<file path="src/rtl/irq_pkg.sv">
package irq_pkg;
  // control register offsets above the priority window
  localparam int unsigned OFS_MASK   = 0;
  localparam int unsigned OFS_EOI    = 1;
  localparam int unsigned OFS_SWSET  = 2;
  localparam int unsigned OFS_SWCLR  = 3;
  localparam int unsigned OFS_SWPEND = 4;
endpackage

</file>
<file path="src/rtl/irq_arbiter.sv">
module irq_arbiter #(
  parameter int unsigned N_SRC  = 128,
  parameter int unsigned PRIO_W = 4,
  localparam int unsigned IDX_W = $clog2(N_SRC)
) (
  input  logic [N_SRC-1:0]             src,
  input  logic [N_SRC-1:0][PRIO_W-1:0] prio,
  input  logic [PRIO_W-1:0]            thresh,
  output logic                         win_valid,
  output logic [IDX_W-1:0]             win_idx,
  output logic [PRIO_W-1:0]            win_prio
);
  // ascending scan, strict compare: ties keep the lower index
  always_comb begin
    win_valid = 1'b0;
    win_idx   = '0;
    win_prio  = thresh;
    for (int i = 0; i < N_SRC; i++) begin
      if (src[i] && prio[i] > win_prio) begin
        win_valid = 1'b1;
        win_idx   = IDX_W'(i);
        win_prio  = prio[i];
      end
    end
  end
endmodule

</file>
<file path="src/rtl/prio_stack.sv">
module prio_stack #(
  parameter int unsigned DEPTH = 16,
  parameter int unsigned W     = 4,
  localparam int unsigned AW   = $clog2(DEPTH),
  localparam int unsigned CW   = $clog2(DEPTH + 1)
) (
  input  logic         clk,
  input  logic         rst_n,
  input  logic         push,
  input  logic [W-1:0] push_data,
  input  logic         pop,
  output logic [W-1:0] top_data,
  output logic         empty
);
  logic [W-1:0]  mem [DEPTH];
  logic [CW-1:0] count;
  logic [CW-1:0] top_i;

  assign empty    = (count == '0);
  assign top_i    = count - CW'(1);
  assign top_data = empty ? '0 : mem[top_i[AW-1:0]];

  always_ff @(posedge clk or negedge rst_n) begin
    if (!rst_n) begin
      count <= '0;
    end else if (push) begin
      if (count < CW'(DEPTH)) begin
        mem[count[AW-1:0]] <= push_data;
        count <= count + CW'(1);
      end
    end else if (pop && !empty) begin
      count <= count - CW'(1);
    end
  end

  a_r7_pop_shrinks: assert property (@(posedge clk) disable iff (!rst_n)
    pop && !push && count != '0 |=> count == $past(count) - CW'(1));
  a_r7_empty_pop_ignored: assert property (@(posedge clk) disable iff (!rst_n)
    pop && !push && count == '0 |=> count == '0);
  a_r11_push_grows: assert property (@(posedge clk) disable iff (!rst_n)
    push && count < CW'(DEPTH) |=> count == $past(count) + CW'(1));
endmodule

</file>
<file path="src/rtl/irq_regs.sv">
module irq_regs
  import irq_pkg::*;
#(
  parameter int unsigned N_SRC  = 128,
  parameter int unsigned PRIO_W = 4,
  parameter int unsigned N_SW   = 8,
  parameter int unsigned DATA_W = 8,
  localparam int unsigned IDX_W = $clog2(N_SRC),
  localparam int unsigned ADDR_W = IDX_W + 1
) (
  input  logic                         clk,
  input  logic                         rst_n,
  input  logic                         we,
  input  logic [ADDR_W-1:0]            addr,
  input  logic [DATA_W-1:0]            wdata,
  output logic [DATA_W-1:0]            rdata,
  input  logic [PRIO_W-1:0]            thresh,
  output logic [N_SRC-1:0][PRIO_W-1:0] prio,
  output logic [N_SW-1:0]              sw_pend,
  output logic                         thresh_wr,
  output logic                         eoi_wr
);
  logic           in_ctrl;
  logic [IDX_W-1:0] ofs;
  logic           set_wr, clr_wr;

  assign in_ctrl   = addr[ADDR_W-1];
  assign ofs       = addr[IDX_W-1:0];
  assign thresh_wr = we && in_ctrl && ofs == IDX_W'(OFS_MASK);
  assign eoi_wr    = we && in_ctrl && ofs == IDX_W'(OFS_EOI);
  assign set_wr    = we && in_ctrl && ofs == IDX_W'(OFS_SWSET);
  assign clr_wr    = we && in_ctrl && ofs == IDX_W'(OFS_SWCLR);

  always_ff @(posedge clk or negedge rst_n) begin
    if (!rst_n) prio <= '0;
    else if (we && !in_ctrl) prio[ofs] <= wdata[PRIO_W-1:0];
  end

  for (genvar g = 0; g < N_SW; g++) begin : g_sw
    always_ff @(posedge clk or negedge rst_n) begin
      if (!rst_n)                 sw_pend[g] <= 1'b0;
      else if (set_wr && wdata[g]) sw_pend[g] <= 1'b1;
      else if (clr_wr && wdata[g]) sw_pend[g] <= 1'b0;
    end
  end

  always_comb begin
    rdata = '0;
    if (!in_ctrl) rdata = DATA_W'(prio[ofs]);
    else if (ofs == IDX_W'(OFS_MASK))   rdata = DATA_W'(thresh);
    else if (ofs == IDX_W'(OFS_SWPEND)) rdata = DATA_W'(sw_pend);
  end

  a_r9_set_sticks: assert property (@(posedge clk) disable iff (!rst_n)
    set_wr |=> (sw_pend & $past(wdata[N_SW-1:0])) == $past(wdata[N_SW-1:0]));
  a_r9_clear_drops: assert property (@(posedge clk) disable iff (!rst_n)
    clr_wr |=> (sw_pend & $past(wdata[N_SW-1:0])) == '0);
endmodule

</file>
<file path="src/rtl/prio_irq_ctrl.sv">
module prio_irq_ctrl #(
  parameter int unsigned N_SRC  = 128,
  parameter int unsigned PRIO_W = 4,
  parameter int unsigned N_SW   = 8,
  parameter int unsigned VEC_W  = 9,
  parameter int unsigned DEPTH  = 16,
  parameter int unsigned DATA_W = 8,
  localparam int unsigned IDX_W = $clog2(N_SRC),
  localparam int unsigned ADDR_W = IDX_W + 1
) (
  input  logic              clk,
  input  logic              rst_n,
  input  logic [N_SRC-1:0]  irq_src,
  output logic              irq_req,
  output logic [VEC_W-1:0]  irq_vec,
  input  logic              irq_ack,
  input  logic              bus_we,
  input  logic [ADDR_W-1:0] bus_addr,
  input  logic [DATA_W-1:0] bus_wdata,
  output logic [DATA_W-1:0] bus_rdata
);
  logic [N_SRC-1:0][PRIO_W-1:0] prio;
  logic [N_SW-1:0]   sw_pend;
  logic              thresh_wr, eoi_wr;
  logic [PRIO_W-1:0] thresh_q;
  logic [N_SRC-1:0]  src_eff;
  logic              win_valid;
  logic [IDX_W-1:0]  win_idx;
  logic [PRIO_W-1:0] win_prio;
  logic              req_q;
  logic [VEC_W-1:0]  vec_q;
  logic [PRIO_W-1:0] held_prio;
  logic              take;
  logic              pop_en;
  logic [PRIO_W-1:0] stk_top;
  logic              stk_empty;

  irq_regs #(.N_SRC(N_SRC), .PRIO_W(PRIO_W), .N_SW(N_SW), .DATA_W(DATA_W)) u_regs (
    .clk(clk), .rst_n(rst_n), .we(bus_we), .addr(bus_addr), .wdata(bus_wdata),
    .rdata(bus_rdata), .thresh(thresh_q), .prio(prio), .sw_pend(sw_pend),
    .thresh_wr(thresh_wr), .eoi_wr(eoi_wr)
  );

  assign src_eff = irq_src | N_SRC'(sw_pend);

  irq_arbiter #(.N_SRC(N_SRC), .PRIO_W(PRIO_W)) u_arb (
    .src(src_eff), .prio(prio), .thresh(thresh_q),
    .win_valid(win_valid), .win_idx(win_idx), .win_prio(win_prio)
  );

  assign take   = irq_ack && req_q;
  assign pop_en = eoi_wr && !take;

  prio_stack #(.DEPTH(DEPTH), .W(PRIO_W)) u_stack (
    .clk(clk), .rst_n(rst_n), .push(take), .push_data(thresh_q),
    .pop(pop_en), .top_data(stk_top), .empty(stk_empty)
  );

  // handshake register: latch only when idle, release on acceptance
  always_ff @(posedge clk or negedge rst_n) begin
    if (!rst_n) begin
      req_q     <= 1'b0;
      vec_q     <= '0;
      held_prio <= '0;
    end else if (take) begin
      req_q <= 1'b0;
    end else if (!req_q && win_valid) begin
      req_q     <= 1'b1;
      vec_q     <= VEC_W'(win_idx);
      held_prio <= win_prio;
    end
  end

  always_ff @(posedge clk or negedge rst_n) begin
    if (!rst_n)                     thresh_q <= '0;
    else if (take)                  thresh_q <= held_prio;
    else if (pop_en && !stk_empty)  thresh_q <= stk_top;
    else if (thresh_wr)             thresh_q <= bus_wdata[PRIO_W-1:0];
  end

  assign irq_req = req_q;
  assign irq_vec = vec_q;

  a_r5_hold: assert property (@(posedge clk) disable iff (!rst_n)
    irq_req && !irq_ack |=> irq_req && $stable(irq_vec));
  a_r6_ack_raises: assert property (@(posedge clk) disable iff (!rst_n)
    irq_req && irq_ack |=> !irq_req && thresh_q == $past(held_prio));
  a_r2_above_thresh: assert property (@(posedge clk) disable iff (!rst_n)
    $rose(irq_req) |-> held_prio > $past(thresh_q));
  a_r4_vec_range: assert property (@(posedge clk) disable iff (!rst_n)
    irq_req |-> irq_vec < VEC_W'(N_SRC));
endmodule

</file>
<file path="config.mk">
export PLATFORM = sky130hd
export DESIGN_NAME = prio_irq_ctrl
export DESIGN_NICKNAME = d
export VERILOG_FILES = /design/src/rtl/irq_pkg.sv /design/src/rtl/irq_arbiter.sv /design/src/rtl/prio_stack.sv /design/src/rtl/irq_regs.sv /design/src/rtl/prio_irq_ctrl.sv
export SDC_FILE = /design/constraint.sdc
export NUM_CORES = 2
export LEC_CHECK = 0
export BUFFER_PORTS_ARGS = -buffer_cell sky130_fd_sc_hd__buf_2
export CAP_MARGIN = 40
export CORE_ASPECT_RATIO = 1.75
export CORE_UTILIZATION = 50
export DETAILED_ROUTE_END_ITERATION = 8
export PLACE_DENSITY = 0.69
export SLEW_MARGIN = 20
export SYNTH_ARGS = -nofsm -noshare
export SYNTH_HDL_FRONTEND = slang
export SYNTH_SLANG_ARGS = --single-unit
</file>
<file path="constraint.sdc">
create_clock -name clk -period 516.1 [get_ports clk]
set_clock_uncertainty 0.1 [all_clocks]
set_input_delay 51.61 -clock clk [delete_from_list [all_inputs] [get_ports clk]]
set_output_delay 51.61 -clock clk [all_outputs]
set_load 0.02 [all_outputs]
</file>
==> results.py <==
metrics = {
    "global_routing": {
        "grt_overflow": 0,
        "grt_pass1_wl_um": 301000,
        "grt_usage_pct": 30.9,
        "grt_max_degree": 88,
        "grt_pass1_vias": 54000,
        "grt_antenna_before_repair": 29,
    },
    "yosys": {
        "synth_top_family_by_area": "compound AO/OA/AOI/OAI gates",
        "synth_area_sq_um": 60700,
        "synth-compound-area-share_pct": 23.3,
        "synthMuxAreaShare_pct": 19.0,
        "synthXorXnorAreaFrac_pct": 2.08,
        "ys.warnings.count": 0,
        "ys_top_cells_by_area": "dfrtp_1, mux2_2, mux4_2",
        "synth_seq_area_share_pct": 25.5,
        "synth_flop_cell": "dfrtp_1",
        "async_flop_share_pct": 89.4,
        "synth-edff-count": 64,
        "netlist.area_leader.share_pct": 22.3,
        "synth-seq-cells": 605,
        "synth_cell_type_count": 200,
        "synthSimpleGateAreaFrac_pct": 16.9,
        "synthAdderAreaFrac_pct": 7.04,
        "syn_inst": 6519,
        "yosysTopAreaCell": "dfrtp_1",
        "synth.avg_cell_area_sq_um": 9.31,
    },
    "drt": {
        "wirelength_um": 194000,
        "drt_iter0_drc": 4023,
        "drt-pass1-iter-count": 8,
        "routed_via_density": 6.52,
        "via_count": 53600,
        "ant_nets": 0,
        "drc": 0,
        "wl_per_cell_um": 23.6,
    },
    "clocking": {
        "cts_max_level": 2,
        "numCtsBuffers": 60,
        "clockBufferDepth": 3,
        "root_buffer": "clkbuf_16",
        "cts_resized": 0,
        "cts_tree": "done",
        "clock_sinks": 605,
        "post_cts_buffers": 0,
        "clk_latency_ns": 0.69,
        "hold_buffers": 0,
        "clk_pin_slew_ns": 0.06,
    },
    "timing": {
        "fin_setup_tns_ns": 0,
        "worst_pin_slew_ns": 0.922,
        "finalSetupViolations": 0,
        "max_freq_ghz": 0.00377,
        "fin_ws_ns": 250.71,
        "final_hold_viol_count": 0,
        "min_period_over_period_pct": 51.4,
        "layout_min_cycle_time_ns": 265.39,
        "final-max-slew-violation-count": 0,
        "slew_headroom_pct": 38.4,
        "rsz0062_at_grt": "no",
    },
    "place": {
        "port_buffers": 163,
        "gp_congestion": 0.992,
        "preCtsSetupSlack_ns": 252.24,
        "dpl_cell_area_sq_um": 62200,
        "dp.final_hpwl_um": 148000,
    },
    "layout": {
        "area_delta_synth_final_pct": 6.18,
        "drive_gt1_share_pct": 24.9,
        "regArea_sq_um": 15500,
        "fill_cells": 10900,
        "nets": 7011,
        "final_area_sq_um": 64400,
        "multi_input_area_sq_um": 41500,
    },
    "die": {
        "die_y_um": 463,
        "start_util_pct": 50.5,
        "coreArea_sq_um": 120000,
        "die_area_sq_um": 123000,
        "io_pins": 166,
        "die_x_um": 265,
        "num_rows": 168,
    },
    "setup_path": {
        "slowest_stage": "o311ai_4",
        "worst_path_largest_cell_delay_ns": 0.79,
        "r2r_slack_ns": 300.21,
        "end_kind": "flip-flop",
        "crit_fanout": 19,
        "worstPathArrival_ns": 265.85,
        "criticalPathCategory": "primary input to flip-flop",
        "worst_ep_required_time_ns": 516.55,
        "cpMostUsedCell": "ha_1",
        "start_kind": "primary input",
    },
    "run_status": {
        "outcome": "completed",
    },
    "min_path": {
        "hold_path_class": "flip-flop to flip-flop",
    },
    "flow_run": {
        "cap_viol_max_count": 0,
    },
}
==> synth_stat cells, types with 25 or more instances <==
| library cell | number |
|---|---|
| a211oi_1 | 51 |
| a21o_1 | 43 |
| a21o_2 | 30 |
| a21oi_1 | 226 |
| a31oi_1 | 93 |
| and2_1 | 25 |
| and2_2 | 55 |
| and3_1 | 34 |
| and3_2 | 44 |
| buf_1 | 25 |
| buf_6 | 31 |
| clkbuf_1 | 104 |
| clkbuf_8 | 48 |
| dfrtp_1 | 541 |
| edfxtp_1 | 64 |
| ha_1 | 308 |
| inv_1 | 495 |
| maj3_1 | 35 |
| mux2_2 | 482 |
| mux2_4 | 27 |
| mux2i_1 | 126 |
| mux4_2 | 178 |
| nand2_1 | 754 |
| nand3_1 | 181 |
| nand4_1 | 66 |
| nor2_1 | 374 |
| nor2b_1 | 33 |
| nor3_1 | 100 |
| o2111ai_1 | 31 |
| o211a_1 | 38 |
| o211ai_1 | 93 |
| o21a_1 | 48 |
| o21ai_0 | 431 |
| o21ai_1 | 37 |
| o221ai_1 | 25 |
| o31ai_1 | 33 |
| or2_2 | 27 |
| xnor2_1 | 96 |
| xor2_1 | 46 |
==> path summary, 6_finish.rpt <==
kind	endpoint	start	depth (start not counted)
hold reg to reg	irq_vec[3]	irq_vec[3]	1
min in group asynchronous	u_regs.prio[417]	rst_n	1
max in group asynchronous	u_regs.prio[196]	rst_n	6
setup / recovery	irq_vec[5]	irq_src[0]	863
setup reg to reg	irq_vec[5]	thresh_q[2]	948
hold / removal	irq_vec[3]	irq_vec[3]	1
==> layout make-up <==
class / instances / area share, %
Tap cell: 1615 / 3.14
Multi-Input combinational cell: 5176 / 64.4
Inverter: 498 / 2.91
Sequential cell: 605 / 24.0
Timing Repair Buffer: 214 / 2.29
Antenna cell: 5 / 0.0194
Clock inverter: 35 / 0.616
Clock buffer: 78 / 2.58
==> registers in the layout, summed over array words and instances, names as in the netlist <==
| signal | count |
|---|---|
| u_regs.prio | 512 |
| u_stack.mem | 64 |
| u_regs.sw_pend | 8 |
| irq_vec | 7 |
| u_stack.count | 5 |
| held_prio | 4 |
| thresh_q | 4 |
| irq_req | 1 |
==> metal layers <==
layer	GRT usage, %	share of wire (%)
met5	0	0.15
met4	18.0	6.4
met3	4.85	5.8
met2	56.6	51
met1	33.0	36
==> stage by stage <==
stage	hold WS (ns)	utilization (%)	std cells
floorplan	0.358	-	6520
global placement	0.400	51.6	8088
detailed placement	0.402	51.8	8099
CTS	0.416	53.5	8212
global route	0.434	53.7	8222
finish	0.416	53.7	8226
==> worst max-delay path: cells and delay by family <==
kind                     cells  cell delay (ns)
AO/OA/AOI/OAI              373            84.82
adder cells (fa/ha/maj)    131            38.64
buffers and inverters       51             4.20
multiplexers                82            24.71
AND/OR/NAND/NOR            226            41.50
==> cell usage in the layout, fill, tap and decap left out, drive strengths merged, types with 185 or more instances in the layout <==
cell	count
nand2	771
dfrtp	541
mux2	523
inv	500
o21ai	490
nor2	391
ha	308
a21oi	246
buf	212
nand3	185
==> cell families (layout without fill, tap and decap cells) <==
group	Yosys count	count (layout)
simple gates	2018	2018
compound gates	1820	1820
mux	844	844
buf+inv	739	825
flops	605	605
fa+ha+maj	349	349
xor+xnor	143	143
other cells	1	7
Power is not shown: default switching activity piles up to over one toggle a cycle in this logic, so the estimate is an artifact.
